$ cat src/rtl/pbg_pkg.sv
package pbg_pkg;

    // Control states of the burst generator
    typedef enum logic [1:0] {
        ST_OFF  = 2'd0,   // enable low, nothing driven
        ST_IDLE = 2'd1,   // enabled, waiting for a count
        ST_LOW  = 2'd2,   // inactive phase of a pulse
        ST_HIGH = 2'd3    // active phase of a pulse
    } pbg_state_e;

endpackage

$ cat src/rtl/pbg_cfg.sv
module pbg_cfg #(
    parameter int TW = 16
) (
    input  logic            clk,
    input  logic            rst_n,
    input  logic            mode_wr,
    input  logic            mode_invert,
    input  logic            timing_wr,
    input  logic [2*TW-1:0] timing_data,
    output logic            inv_q,
    output logic [TW-1:0]   period_eff,
    output logic [TW-1:0]   low_q,
    output logic            low_zero
);

    logic [TW-1:0] period_q;

    always_ff @(posedge clk or negedge rst_n) begin
        if (!rst_n) begin
            inv_q <= 1'b0;
        end else if (mode_wr) begin
            inv_q <= mode_invert;
        end
    end

    always_ff @(posedge clk or negedge rst_n) begin
        if (!rst_n) begin
            period_q <= '0;
            low_q    <= '0;
        end else if (timing_wr) begin
            period_q <= timing_data[TW-1:0];
            low_q    <= timing_data[2*TW-1:TW];
        end
    end

    // A zero period is treated as a single-cycle period
    always_comb begin
        period_eff = (period_q == '0) ? TW'(1) : period_q;
        low_zero   = (low_q == '0);
    end

endmodule

$ cat src/rtl/pbg_timer.sv
module pbg_timer #(
    parameter int TW = 16
) (
    input  logic          clk,
    input  logic          rst_n,
    input  logic          enable,
    input  logic          restart,
    input  logic          run,
    input  logic [TW-1:0] period_eff,
    input  logic [TW-1:0] low_len,
    output logic          at_end,
    output logic          low_done
);

    logic [TW-1:0] tick_q;
    logic [TW:0]   tick_inc;

    always_ff @(posedge clk or negedge rst_n) begin
        if (!rst_n) begin
            tick_q <= '0;
        end else if (!enable || restart) begin
            tick_q <= '0;
        end else if (run) begin
            tick_q <= tick_q + TW'(1);
        end
    end

    always_comb begin
        tick_inc = {1'b0, tick_q} + (TW+1)'(1);
        at_end   = (tick_q == period_eff - TW'(1));
        low_done = (tick_inc >= {1'b0, low_len});
    end

endmodule

$ cat src/rtl/pbg_count.sv
module pbg_count #(
    parameter int CW = 32
) (
    input  logic          clk,
    input  logic          rst_n,
    input  logic          enable,
    input  logic          cnt_wr,
    input  logic [CW-1:0] cnt_data,
    input  logic          busy,
    input  logic          pulse_end,
    output logic          more,
    output logic          natural_end
);

    logic [CW-1:0] remain_q;
    logic [CW-1:0] pend_val_q;
    logic          pend_v_q;
    logic          wr_busy;
    logic          eff_pend;
    logic [CW-1:0] eff_val;

    always_comb begin
        wr_busy     = cnt_wr && busy;
        eff_pend    = pend_v_q || wr_busy;
        eff_val     = wr_busy ? cnt_data : pend_val_q;
        more        = eff_pend ? (eff_val != '0) : (remain_q > CW'(1));
        natural_end = !eff_pend;
    end

    // Pulses left in the burst, including the one in progress
    always_ff @(posedge clk or negedge rst_n) begin
        if (!rst_n) begin
            remain_q <= '0;
        end else if (!enable) begin
            remain_q <= '0;
        end else if (cnt_wr && !busy) begin
            remain_q <= cnt_data;
        end else if (pulse_end) begin
            remain_q <= eff_pend ? eff_val : remain_q - CW'(1);
        end
    end

    // A count written mid-burst waits for the next pulse boundary
    always_ff @(posedge clk or negedge rst_n) begin
        if (!rst_n) begin
            pend_v_q   <= 1'b0;
            pend_val_q <= '0;
        end else if (!enable || pulse_end) begin
            pend_v_q   <= 1'b0;
        end else if (wr_busy) begin
            pend_v_q   <= 1'b1;
            pend_val_q <= cnt_data;
        end
    end

endmodule

$ cat src/rtl/pbg_fsm.sv
module pbg_fsm
    import pbg_pkg::*;
(
    input  logic       clk,
    input  logic       rst_n,
    input  logic       enable,
    input  logic       cnt_wr,
    input  logic       cnt_nonzero,
    input  logic       at_end,
    input  logic       low_done,
    input  logic       low_zero,
    input  logic       more,
    input  logic       natural_end,
    output pbg_state_e state_q,
    output logic       busy,
    output logic       pulse_end,
    output logic       restart,
    output logic       flag_q
);

    pbg_state_e state_d;
    pbg_state_e first_ph;
    logic       start;

    always_comb begin
        first_ph  = low_zero ? ST_HIGH : ST_LOW;
        busy      = (state_q == ST_LOW) || (state_q == ST_HIGH);
        pulse_end = busy && at_end;
        start     = (state_q == ST_IDLE) && cnt_wr && cnt_nonzero;
        restart   = start || pulse_end;
    end

    always_comb begin
        state_d = state_q;
        unique case (state_q)
            ST_OFF: begin
                if (enable) state_d = ST_IDLE;                   // ENABLE
            end
            ST_IDLE: begin
                if (start) state_d = first_ph;                   // START
            end
            ST_LOW: begin
                if (at_end)        state_d = more ? first_ph : ST_IDLE; // NEXT / FINISH
                else if (low_done) state_d = ST_HIGH;                   // SWITCH
            end
            ST_HIGH: begin
                if (at_end) state_d = more ? first_ph : ST_IDLE;        // NEXT / FINISH
            end
            default: state_d = ST_OFF;
        endcase
        if (!enable) state_d = ST_OFF;                           // DISABLE
    end

    always_ff @(posedge clk or negedge rst_n) begin
        if (!rst_n) state_q <= ST_OFF;
        else        state_q <= state_d;
    end

    always_ff @(posedge clk or negedge rst_n) begin
        if (!rst_n) begin
            flag_q <= 1'b0;
        end else if (!enable || cnt_wr) begin
            flag_q <= 1'b0;
        end else if (pulse_end && !more && natural_end) begin
            flag_q <= 1'b1;
        end
    end

endmodule

$ cat src/rtl/pulse_burst_gen.sv
module pulse_burst_gen
    import pbg_pkg::*;
#(
    parameter int TW = 16,
    parameter int CW = 32
) (
    input  logic            clk,
    input  logic            rst_n,
    input  logic            enable,
    input  logic            mode_wr,
    input  logic            mode_invert,
    input  logic            timing_wr,
    input  logic [2*TW-1:0] timing_data,
    input  logic            count_wr,
    input  logic [CW-1:0]   count_data,
    output logic            pin_out,
    output logic            pin_oe,
    output logic            done_flag
);

    logic          inv_q;
    logic [TW-1:0] period_eff;
    logic [TW-1:0] low_q;
    logic          low_zero;
    logic          at_end;
    logic          low_done;
    logic          more;
    logic          natural_end;
    logic          busy;
    logic          pulse_end;
    logic          restart;
    logic          cnt_acc;
    pbg_state_e    state_q;

    // Count writes count only once the block has left ST_OFF
    always_comb cnt_acc = count_wr && enable && (state_q != ST_OFF);

    pbg_cfg #(.TW(TW)) u_cfg (
        .clk         (clk),
        .rst_n       (rst_n),
        .mode_wr     (mode_wr),
        .mode_invert (mode_invert),
        .timing_wr   (timing_wr),
        .timing_data (timing_data),
        .inv_q       (inv_q),
        .period_eff  (period_eff),
        .low_q       (low_q),
        .low_zero    (low_zero)
    );

    pbg_timer #(.TW(TW)) u_timer (
        .clk        (clk),
        .rst_n      (rst_n),
        .enable     (enable),
        .restart    (restart),
        .run        (busy),
        .period_eff (period_eff),
        .low_len    (low_q),
        .at_end     (at_end),
        .low_done   (low_done)
    );

    pbg_count #(.CW(CW)) u_count (
        .clk         (clk),
        .rst_n       (rst_n),
        .enable      (enable),
        .cnt_wr      (cnt_acc),
        .cnt_data    (count_data),
        .busy        (busy),
        .pulse_end   (pulse_end),
        .more        (more),
        .natural_end (natural_end)
    );

    pbg_fsm u_fsm (
        .clk         (clk),
        .rst_n       (rst_n),
        .enable      (enable),
        .cnt_wr      (cnt_acc),
        .cnt_nonzero (count_data != '0),
        .at_end      (at_end),
        .low_done    (low_done),
        .low_zero    (low_zero),
        .more        (more),
        .natural_end (natural_end),
        .state_q     (state_q),
        .busy        (busy),
        .pulse_end   (pulse_end),
        .restart     (restart),
        .flag_q      (done_flag)
    );

    // Output process: active level only in ST_HIGH, polarity from mode
    always_comb begin
        pin_oe  = enable;
        pin_out = inv_q ^ (state_q == ST_HIGH);
    end

endmodule

$ cat config.mk
export PLATFORM = sky130hd
export DESIGN_NAME = pulse_burst_gen
export DESIGN_NICKNAME = d
export VERILOG_FILES = /design/src/rtl/pbg_pkg.sv /design/src/rtl/pbg_cfg.sv /design/src/rtl/pbg_timer.sv /design/src/rtl/pbg_count.sv /design/src/rtl/pbg_fsm.sv /design/src/rtl/pulse_burst_gen.sv
export SDC_FILE = /design/constraint.sdc
export NUM_CORES = 1
export LEC_CHECK = 0
export ABC_AREA = 1
export ABC_CLOCK_PERIOD_IN_PS = 2500
export BUFFER_PORTS_ARGS = -buffer_cell sky130_fd_sc_hd__clkbuf_2
export CORE_MARGIN = 2
export CORE_UTILIZATION = 33
export CTS_CLUSTER_SIZE = 16
export DETAILED_ROUTE_END_ITERATION = 7
export PLACE_DENSITY_LB_ADDON = 0.15
export SLEW_MARGIN = 20
export SYNTH_ARGS = -nofsm -noshare
export SYNTH_HDL_FRONTEND = slang
export SYNTH_SLANG_ARGS = --single-unit
$ cat constraint.sdc
create_clock -name clk -period 2.5 [get_ports clk]
set_clock_uncertainty 0.1 [all_clocks]
set_input_delay 0.5 -clock clk [delete_from_list [all_inputs] [get_ports clk]]
set_output_delay 0.5 -clock clk [all_outputs]
set_load 0.005 [all_outputs]
==> reports/qor.csv, run 1 <==
stage,metric,value,unit
timing,report.final.setup_viol,84,
routing,drc,0,
floorplanning,initial_core_util,33.6,%
routing,viasPerCell,4.87,
clock_tree,clockBufferDepth,2,
timing,fmax,347,MHz
pwr,cellPowerDensity,963,nW/um2
timing,worst_hold_slack,0.175,ns
timing,relSlewSlack,63.3,%
logic_synthesis,synth_seq_cells,117,
global_routing,use_met2,39.0,%
worst_setup_path,crit_type,flip-flop to flip-flop,
global_routing,track_usage,22.2,%
pwr,p_leak,5.92,nW
logic_synthesis,syn_nets,1313,
clock_tree,cts_made_buffers,17,
routing,drtIter0Drc,610,
logic_synthesis,avgSynthCellArea,6.69,um2
global_routing,grtUsageMet1,28.5,%
finish,antenna_cells,0,
min_path,hold_path_class,primary input to flip-flop,
worst_setup_path,cp_common_cell,nand2_1,
floorplanning,die_height,161,um
routing,wire_per_inst,15.8,um
clock_tree,root_buffer,clkbuf_16,
finish,area_growth,40.4,%
clock_tree,clk_latency,0.43,ns
worst_setup_path,crit_fanout,3,
floorplanning,rows,57,
global_routing,grt_use_met3,3.00,%
global_routing,antenna_found_initial,0,
global_routing,grt_pass1_wl,45.5,mm
timing,tightest_slew,0.549,ns
logic_synthesis,yosysTopAreaCell,dfrtp_1,
logic_synthesis,synth_seq_area_share,35.8,%
worst_setup_path,rrSetupSlack,-0.38,ns
timing,rsz0062_at_grt,yes,
worst_setup_path,path_cells,"ha_2, nand2_2, nor2_4, nand3_4, nor3_4, nand2_2, nor2_4, xor2_2, ha_1, nand2_2, nor2_1, a211oi_1, nand2_1, nand2_1, nand2_1, nand2_1, nand2_1, nand2_1, nand2_2, nand2_1, nand2_1, o21ai_1",
logic_synthesis,syn_inst,1222,
floorplanning,dieArea,26100,um2
placed_design,pre_cts_ws,-0.396,ns
floorplanning,io_pins,74,
global_routing,grt-ovfl-total,0,
global_routing,grt_pass1_vias,8701,
global_routing,grt_max_degree,51,
floorplanning,die_w,161,um
routing,vias,8672,
placed_design,place_area,9990,um2
logic_synthesis,ys_types,39,
placed_design,port_buffers,73,
pwr,power,11.1,mW
logic_synthesis,syn_area,8180,um2
worst_setup_path,cp.arrival,3.13,ns
placed_design,dp_hpwl,19.8,mm
logic_synthesis,yosysTopAreaCellShare,35.8,%
run_status,violations,negative setup slack,
worst_setup_path,cp-start-kind,flip-flop,
clock_tree,cts_sinks,117,
finish,fill_cells,2510,
worst_setup_path,cp_slowest_stage_delay,0.38,ns
placed_design,place_congestion,0.857,
floorplanning,core-area,24300,um2
timing,worst_slack,-0.383,ns
clock_tree,clk_pin_slew,0.06,ns
clock_tree,htreeDepth,4,
finish,drive_above_1_share,28.3,%
timing,post-route-min-period,2.88,ns
finish,fin_area,11500,um2
timing,finalHoldViolCount,0,
run_status,status,finished with violations,
logic_synthesis,synthTopCellsByArea,"dfrtp_1 (36%), nand2_1 (16%), o21ai_0 (7.8%)",
clock_tree,cts_tree,done,
routing,wl,28.2,mm
finish,final_nets,1534,
pwr,ir_drop,0.376,mV
logic_synthesis,yosys_warnings,0,
timing,maxSlewViolCount,0,
worst_setup_path,slowest_stage,dfrtp_1,
worst_setup_path,required,2.74,ns
global_routing,grt-busiest-layer,met2,
worst_setup_path,cp-end-kind,flip-flop,
routing,dr.pass1.iters,5,
timing,fin_crit_sh,115,%
job,max-cap-violations,0,
routing,ant_nets,0,
## cells in the mapped netlist, drive strengths merged
cell type	count
xnor2	13
o21bai	1
dfrtp	117
a21oi	36
nor2	149
o22ai	5
nor3	17
nor3b	1
a211oi	5
clkbuf	34
nor4	9
nand3	106
a31oi	3
ha	20
nand4	21
nand3b	2
buf	21
o211ai	6
clkinv	1
inv	122
o21a	1
nand2	360
mux2	2
xor2	38
o21ai	128
or2	4
## path summary, 6_finish.rpt
kind	depth (start not counted)	from	to
max	22	u_timer.tick_q[1]$_DFFE_PN0P_	u_fsm.state_q[0]$_DFFE_PN0P_
min	2	mode_wr	u_cfg.inv_q$_DFFE_PN0P_
max reg2reg	22	u_timer.tick_q[1]$_DFFE_PN0P_	u_fsm.state_q[0]$_DFFE_PN0P_
min reg2reg	2	u_count.pend_val_q[27]$_DFFE_PN0P_	u_count.pend_val_q[27]$_DFFE_PN0P_
max in group asynchronous	3	rst_n	u_count.remain_q[24]$_DFFE_PN0P_
min in group asynchronous	2	rst_n	u_count.remain_q[12]$_DFFE_PN0P_
## worst max-delay path, delay by kind of cell, from the launching register on
family / cells / cell delay (ns)
xor+xnor: 1 / 0.20
compound gates: 2 / 0.24
fa+ha+maj: 2 / 0.49
simple gates: 17 / 1.38
flops: 1 / 0.38
## cells in the final DEF, fill, tap and decap left out, types with 4 or more instances in the layout
cell type | netlist | routed
o211ai_1 | 6 | 6
buf_6 | 1 | 6
clkbuf_16 | 0 | 19
nor2_1 | 143 | 131
nand2_2 | 3 | 47
dfrtp_1 | 117 | 116
ha_1 | 20 | 18
buf_8 | 2 | 4
o21ai_1 | 1 | 7
xor2_1 | 37 | 31
o21ai_0 | 127 | 120
nand4_1 | 21 | 21
o22ai_1 | 5 | 5
xnor2_1 | 13 | 12
a21oi_1 | 36 | 36
buf_4 | 5 | 158
nand2_4 | 1 | 13
nand3_2 | 2 | 13
inv_1 | 120 | 118
xor2_2 | 1 | 7
nand3_1 | 103 | 91
nand2_1 | 356 | 297
clkbuf_2 | 0 | 72
buf_12 | 0 | 13
nor3_1 | 16 | 12
nor4_1 | 9 | 8
nor2_4 | 0 | 8
a211oi_1 | 5 | 5
bufinv_16 | 0 | 4
nor2_2 | 6 | 10
## routing by layer
layer | vias to the layer above | share of wire (%)
li1 | 4380 | -
met1 | 4022 | 43
met2 | 236 | 50
met3 | 34 | 4.9
met4 | 0 | 2.0
met5 | - | 0
## final cells by class
| type | instances | area (um2) | share of cell area (%) |
|---|---|---|---|
| multi-input cells | 927 | 5030 | 43.8 |
| flip-flops and latches | 117 | 2930 | 25.5 |
| well taps | 324 | 405 | 3.53 |
| clock buffers | 18 | 439 | 3.82 |
| repair buffers | 257 | 2020 | 17.6 |
| inverters | 123 | 464 | 4.04 |
| clock inverters | 14 | 200 | 1.74 |
## cell families (layout without fill, tap and decap cells)
kind of cell,count (synthesis),count (layout),synth area share (%)
AO/OA/AOI/OAI,185,185,11.8
AND/OR/NAND/NOR,669,669,34.5
XOR/XNOR,51,51,5.55
adder cells (fa/ha/maj),20,20,3.06
buffers and inverters,178,412,8.95
flip-flops,117,117,35.8
multiplexers,2,2,0.275
## state kept, by name, indices dropped and copies added, names as in the netlist, 2 cells and up
signal and flops:
u_cfg.period_q 16, u_count.remain_q 32, u_timer.tick_q 16, u_fsm.state_q 2, u_count.pend_val_q 32, u_cfg.low_q 16
## report_power, final
part           leakage, nW  internal, mW  switching [mW]  total [mW]
combinational         4.10          2.39            3.04        5.42
sequential            1.52          2.41           0.500        2.91
clock                0.304          1.71            1.02        2.73
## per-stage QoR
| step | utilization, % | instances | setup TNS (ns) |
|---|---|---|---|
| after global placement | 41.1 | 1711 | -16.36 |
| after floorplan | - | 1222 | -14.55 |
| after CTS | 46.0 | 1772 | -21.46 |
| final | 47.2 | 1780 | -22.74 |
| after detailed placement | 41.1 | 1711 | -21.54 |
| after global routing | 47.2 | 1780 | -41.21 |
## repair_timing
| item | 4_1_cts | 5_1_grt |
|---|---|---|
| setup endpoints to repair | 84 | 84 |
| pin swaps | 9 | 34 |
| hold buffers | 1 | 0 |
| cloned | 5 | 2 |
| hold endpoints to repair | 8 | 0 |
| setup buffers | 23 | 11 |
| gates resized for setup | 61 | 81 |
Power figures use the tool's default switching activity.
==> inputs of run 2 (changes only) <==
--- a/config.mk
+++ b/config.mk
@@ -7,3 +7,2 @@
 export LEC_CHECK = 0
-export ABC_AREA = 1
 export ABC_CLOCK_PERIOD_IN_PS = 2500
@@ -18,2 +17,3 @@
 export SYNTH_HDL_FRONTEND = slang
+export SYNTH_HIERARCHICAL = 1
 export SYNTH_SLANG_ARGS = --single-unit
--- a/constraint.sdc
+++ b/constraint.sdc
@@ -4,2 +4,2 @@
 set_output_delay 0.5 -clock clk [all_outputs]
-set_load 0.005 [all_outputs]
+set_load 0.05 [all_outputs]
==> run 2 against run 1 <==
Effect of this change:
- the run still ends with negative setup slack left
- cell area decreased by 6.0%
- die area decreased by 4.2%
- worst setup slack got worse by 0.58 ns
- sequential cell count unchanged
- non-clock buffer count decreased by 27
- critical path depth decreased by 6
- worst hold slack got worse by 0.098 ns
- clock-buffer cell count decreased by 1
- cell count decreased by 26%
- routed wire length decreased by 7.6%
- combinational power decreased by 72%
- first-iteration DRC count decreased by 30%
- critical path type unchanged
- highest routed layer unchanged
==> reports/qor.csv, run 2 <==
stage,metric,value,unit,change
run_status,status,finished with violations,,
run_status,violations,negative setup slack,,
clock_tree,clk_latency,0.43,ns,about the same
routing,vias,7048,,-19%
logic_synthesis,ys.flop_type,dfrtp_1,,
routing,wire_per_inst,19.7,um,+25%
finish,final_nets,1079,,-30%
routing,drtIter0Drc,430,,-30%
logic_synthesis,avgSynthCellArea,9.77,um2,+46%
floorplanning,io_pins,74,,unchanged
pwr,p_leak,5.11,nW,-14%
clock_tree,clockBufferDepth,2,,unchanged
finish,drive_above_1_share,43.4,%,+15 points
timing,relSlewSlack,50.8,%,-13 points
worst_setup_path,crit_type,flip-flop to flip-flop,,
logic_synthesis,async_flop_share,100,%,unchanged
placed_design,place_congestion,0.866,,+1.0%
finish,reg.largest.list,"u_count/pend_val_q (32), u_count/remain_q (32)",,
timing,post-route-min-period,3.46,ns,+0.577 ns
pwr,power,6.44,mW,-42%
floorplanning,rows,56,,-1.8%
logic_synthesis,yosysTopAreaCellShare,37.4,%,+1.6 points
logic_synthesis,syn_inst,801,,-34%
clock_tree,cts_sinks,117,,unchanged
finish,area_growth,37.9,%,
logic_synthesis,yosysTopAreaCell,dfrtp_1,,
routing,dr.pass1.iters,6,,+1
global_routing,grt_pass1_wl,39.9,mm,-12%
global_routing,grt_max_degree,118,,+130%
finish,regArea,2940,um2,+0.21%
worst_setup_path,cp-end-kind,flip-flop,,
global_routing,antenna_found_initial,0,,unchanged
timing,tightest_slew,0.735,ns,+0.186 ns
logic_synthesis,synth_seq_area_share,37.4,%,+1.6 points
routing,drc,0,,unchanged
global_routing,track_usage,21.1,%,-1.1 points
timing,fin_crit_sh,138,%,+23 points
timing,fmax,289,MHz,-17%
clock_tree,root_buffer,clkbuf_16,,
finish,multi_input_area,4980,um2,-1.0%
logic_synthesis,syn_area,7830,um2,-4.3%
clock_tree,htreeDepth,4,,unchanged
finish,fin_area,10800,um2,-6.0%
logic_synthesis,syn_nets,892,,-32%
pwr,cellPowerDensity,597,nW/um2,-38%
finish,fill_cells,2267,,-9.7%
worst_setup_path,crit_fanout,8,,+5
clock_tree,clk_pin_slew,0.06,ns,about the same
floorplanning,core-area,23400,um2,-3.8%
logic_synthesis,ys_types,82,,+110%
timing,report.final.setup_viol,84,,unchanged
clock_tree,cts_tree,done,,
logic_synthesis,yosys-top-cells-count,"dfrtp_1 (117), nor2_1 (63), nand2_1 (47)",,
floorplanning,die_height,158,um,-2.1%
finish,antenna_cells,0,,unchanged
global_routing,grt_pass1_vias,6977,,-20%
finish,final_common_cell,buf_4,,
timing,rsz0062_at_grt,yes,,
placed_design,dp_hpwl,18.8,mm,-4.9%
floorplanning,die_w,158,um,-2.1%
floorplanning,dieArea,25000,um2,-4.2%
placed_design,place_area,9590,um2,-4.0%
logic_synthesis,synthTopCellsByArea,"dfrtp_1 (37%), mux2_4 (5.8%), mux2_2 (5.0%)",,
timing,maxSlewViolCount,0,,unchanged
timing,finalHoldViolCount,0,,unchanged
routing,ant_nets,0,,unchanged
worst_setup_path,slowest_stage,dfrtp_1,,
floorplanning,initial_core_util,33.5,%,-0.18 points
logic_synthesis,synth-edff-count,0,,unchanged
logic_synthesis,synth_seq_cells,117,,unchanged
logic_synthesis,synth_most_common_cell,dfrtp_1,,
worst_setup_path,cp_slowest_stage_delay,0.40,ns,+0.02 ns
logic_synthesis,yosys_warnings,6,,+6
global_routing,grt-ovfl-total,0,,unchanged
pwr,ir_drop,0.320,mV,-15%
min_path,hold_path_class,primary input to async pin,,
worst_setup_path,required,2.70,ns,-0.04 ns
timing,worst_slack,-0.960,ns,-0.577 ns
worst_setup_path,cp.arrival,3.66,ns,+0.53 ns
clock_tree,cts_made_buffers,17,,unchanged
job,max-cap-violations,0,,unchanged
placed_design,port_buffers,73,,unchanged
routing,wl,26.0,mm,-7.6%
clock_tree,ctsHoldBuffers,0,,-1
worst_setup_path,path_cells,"nor4_2, a41o_1, inv_1, ha_2, nor3b_4, buf_4, nand3_2, mux2i_1, o22ai_2, nor4_4, and2_4, buf_8, nor2_4, nand2_4, clkbuf_16, mux2_4",,
worst_setup_path,cp-start-kind,flip-flop,,
finish,final_cell_mix,"buf_4 (136), dfrtp_1 (111), clkbuf_2 (72), mux2_4 (62), nor2_1 (57)",,
routing,viasPerCell,5.34,,+9.7%
## run 2: where the power goes
group          internal, mW  total [mW]  leakage, nW  switching, mW
Sequential             2.03        2.17         1.53          0.141
Clock                  1.78        2.75        0.315          0.976
Combinational         0.714        1.52         3.27          0.805
Total                  4.52        6.44         5.11           1.92
## run 2: final timing paths
path	start	to	slack [ns]	cells past startpoint
setup / recovery	u_cfg/period_q[10]$_DFFE_PN0P_	u_count/pend_val_q[19]$_DFFE_PN0P_	-0.96	16
hold / removal	rst_n	u_cfg/low_q[11]$_DFFE_PN0P_	0.08	2
setup reg to reg	u_cfg/period_q[10]$_DFFE_PN0P_	u_count/pend_val_q[19]$_DFFE_PN0P_	-0.96	16
hold reg to reg	u_cfg/inv_q$_DFFE_PN0P_	u_cfg/inv_q$_DFFE_PN0P_	0.43	1
max in group asynchronous	rst_n	u_count/remain_q[18]$_DFFE_PN0P_	1.71	2
min in group clk	timing_data[1]	u_cfg/period_q[1]$_DFFE_PN0P_	0.20	2
## run 2: what timing repair did
item,in CTS,in global routing
setup buffers,10,4
setup endpoints to repair,84,85
pin swaps,30,30
resized for setup,61,42
cloned,1,1
## run 2: cells by family (layout without fill, tap and decap cells)
logic type | Yosys count | after routing | share of synthesized area (%)
AOI/OAI and AO/OA | 159 | 159 | 14.0
xor gates and xnor gates | 63 | 63 | 7.05
adders and majority gates | 20 | 20 | 3.20
buffers and inverters | 90 | 289 | 6.04
DFF | 117 | 117 | 37.4
muxes | 70 | 70 | 11.4
and+or+nand+nor | 282 | 282 | 20.9
## run 2: metal layers
| metal | routed length (um) | up-vias | global-route usage [%] | share of wire, % |
|---|---|---|---|---|
| met3 | 1350 | 38 | 4.22 | 5.2 |
| met5 | 0 | - | 0 | 0 |
| met2 | 11500 | 216 | 32.4 | 44 |
| met4 | 627 | 0 | 6.26 | 2.4 |
| li1 | - | 3319 | - | - |
| met1 | 12600 | 3475 | 30.1 | 48 |
## run 2: layout make-up
type                            count  share of cell area, %
Multi-Input combinational cell    594                   46.1
Sequential cell                   117                   27.2
Timing Repair Buffer              230                   16.0
Clock buffer                       17                   3.94
Tap cell                          319                   3.70
Clock inverter                     14                   2.07
Inverter                           28                   1.02
## run 2: through the flow
| stage | worst slack [ns] | TNS [ns] | cells | util (%) | hold WS [ns] |
|---|---|---|---|---|---|
| 2_1_floorplan | -0.637 | -42.38 | 801 | - | 0.104 |
| 3_3_place_gp | -1.09 | -75.26 | 1273 | 41.0 | 0.408 |
| 3_5_place_dp | -1.13 | -79.69 | 1273 | 41.0 | 0.409 |
| 4_1_cts | -0.972 | -71.59 | 1314 | 45.1 | 0.114 |
| 5_1_grt | -1.15 | -86.62 | 1319 | 46.1 | 0.128 |
| 6_report | -0.960 | -69.48 | 1319 | 46.1 | 0.0766 |
## run 2: worst max-delay path, delay by kind of cell, from the launching register on
family,cells,cell delay (ns)
AOI/OAI and AO/OA,2,0.37
muxes,2,0.51
buffers and inverters,4,0.52
and+or+nand+nor,7,1.24
adders and majority gates,1,0.17
DFF,1,0.40
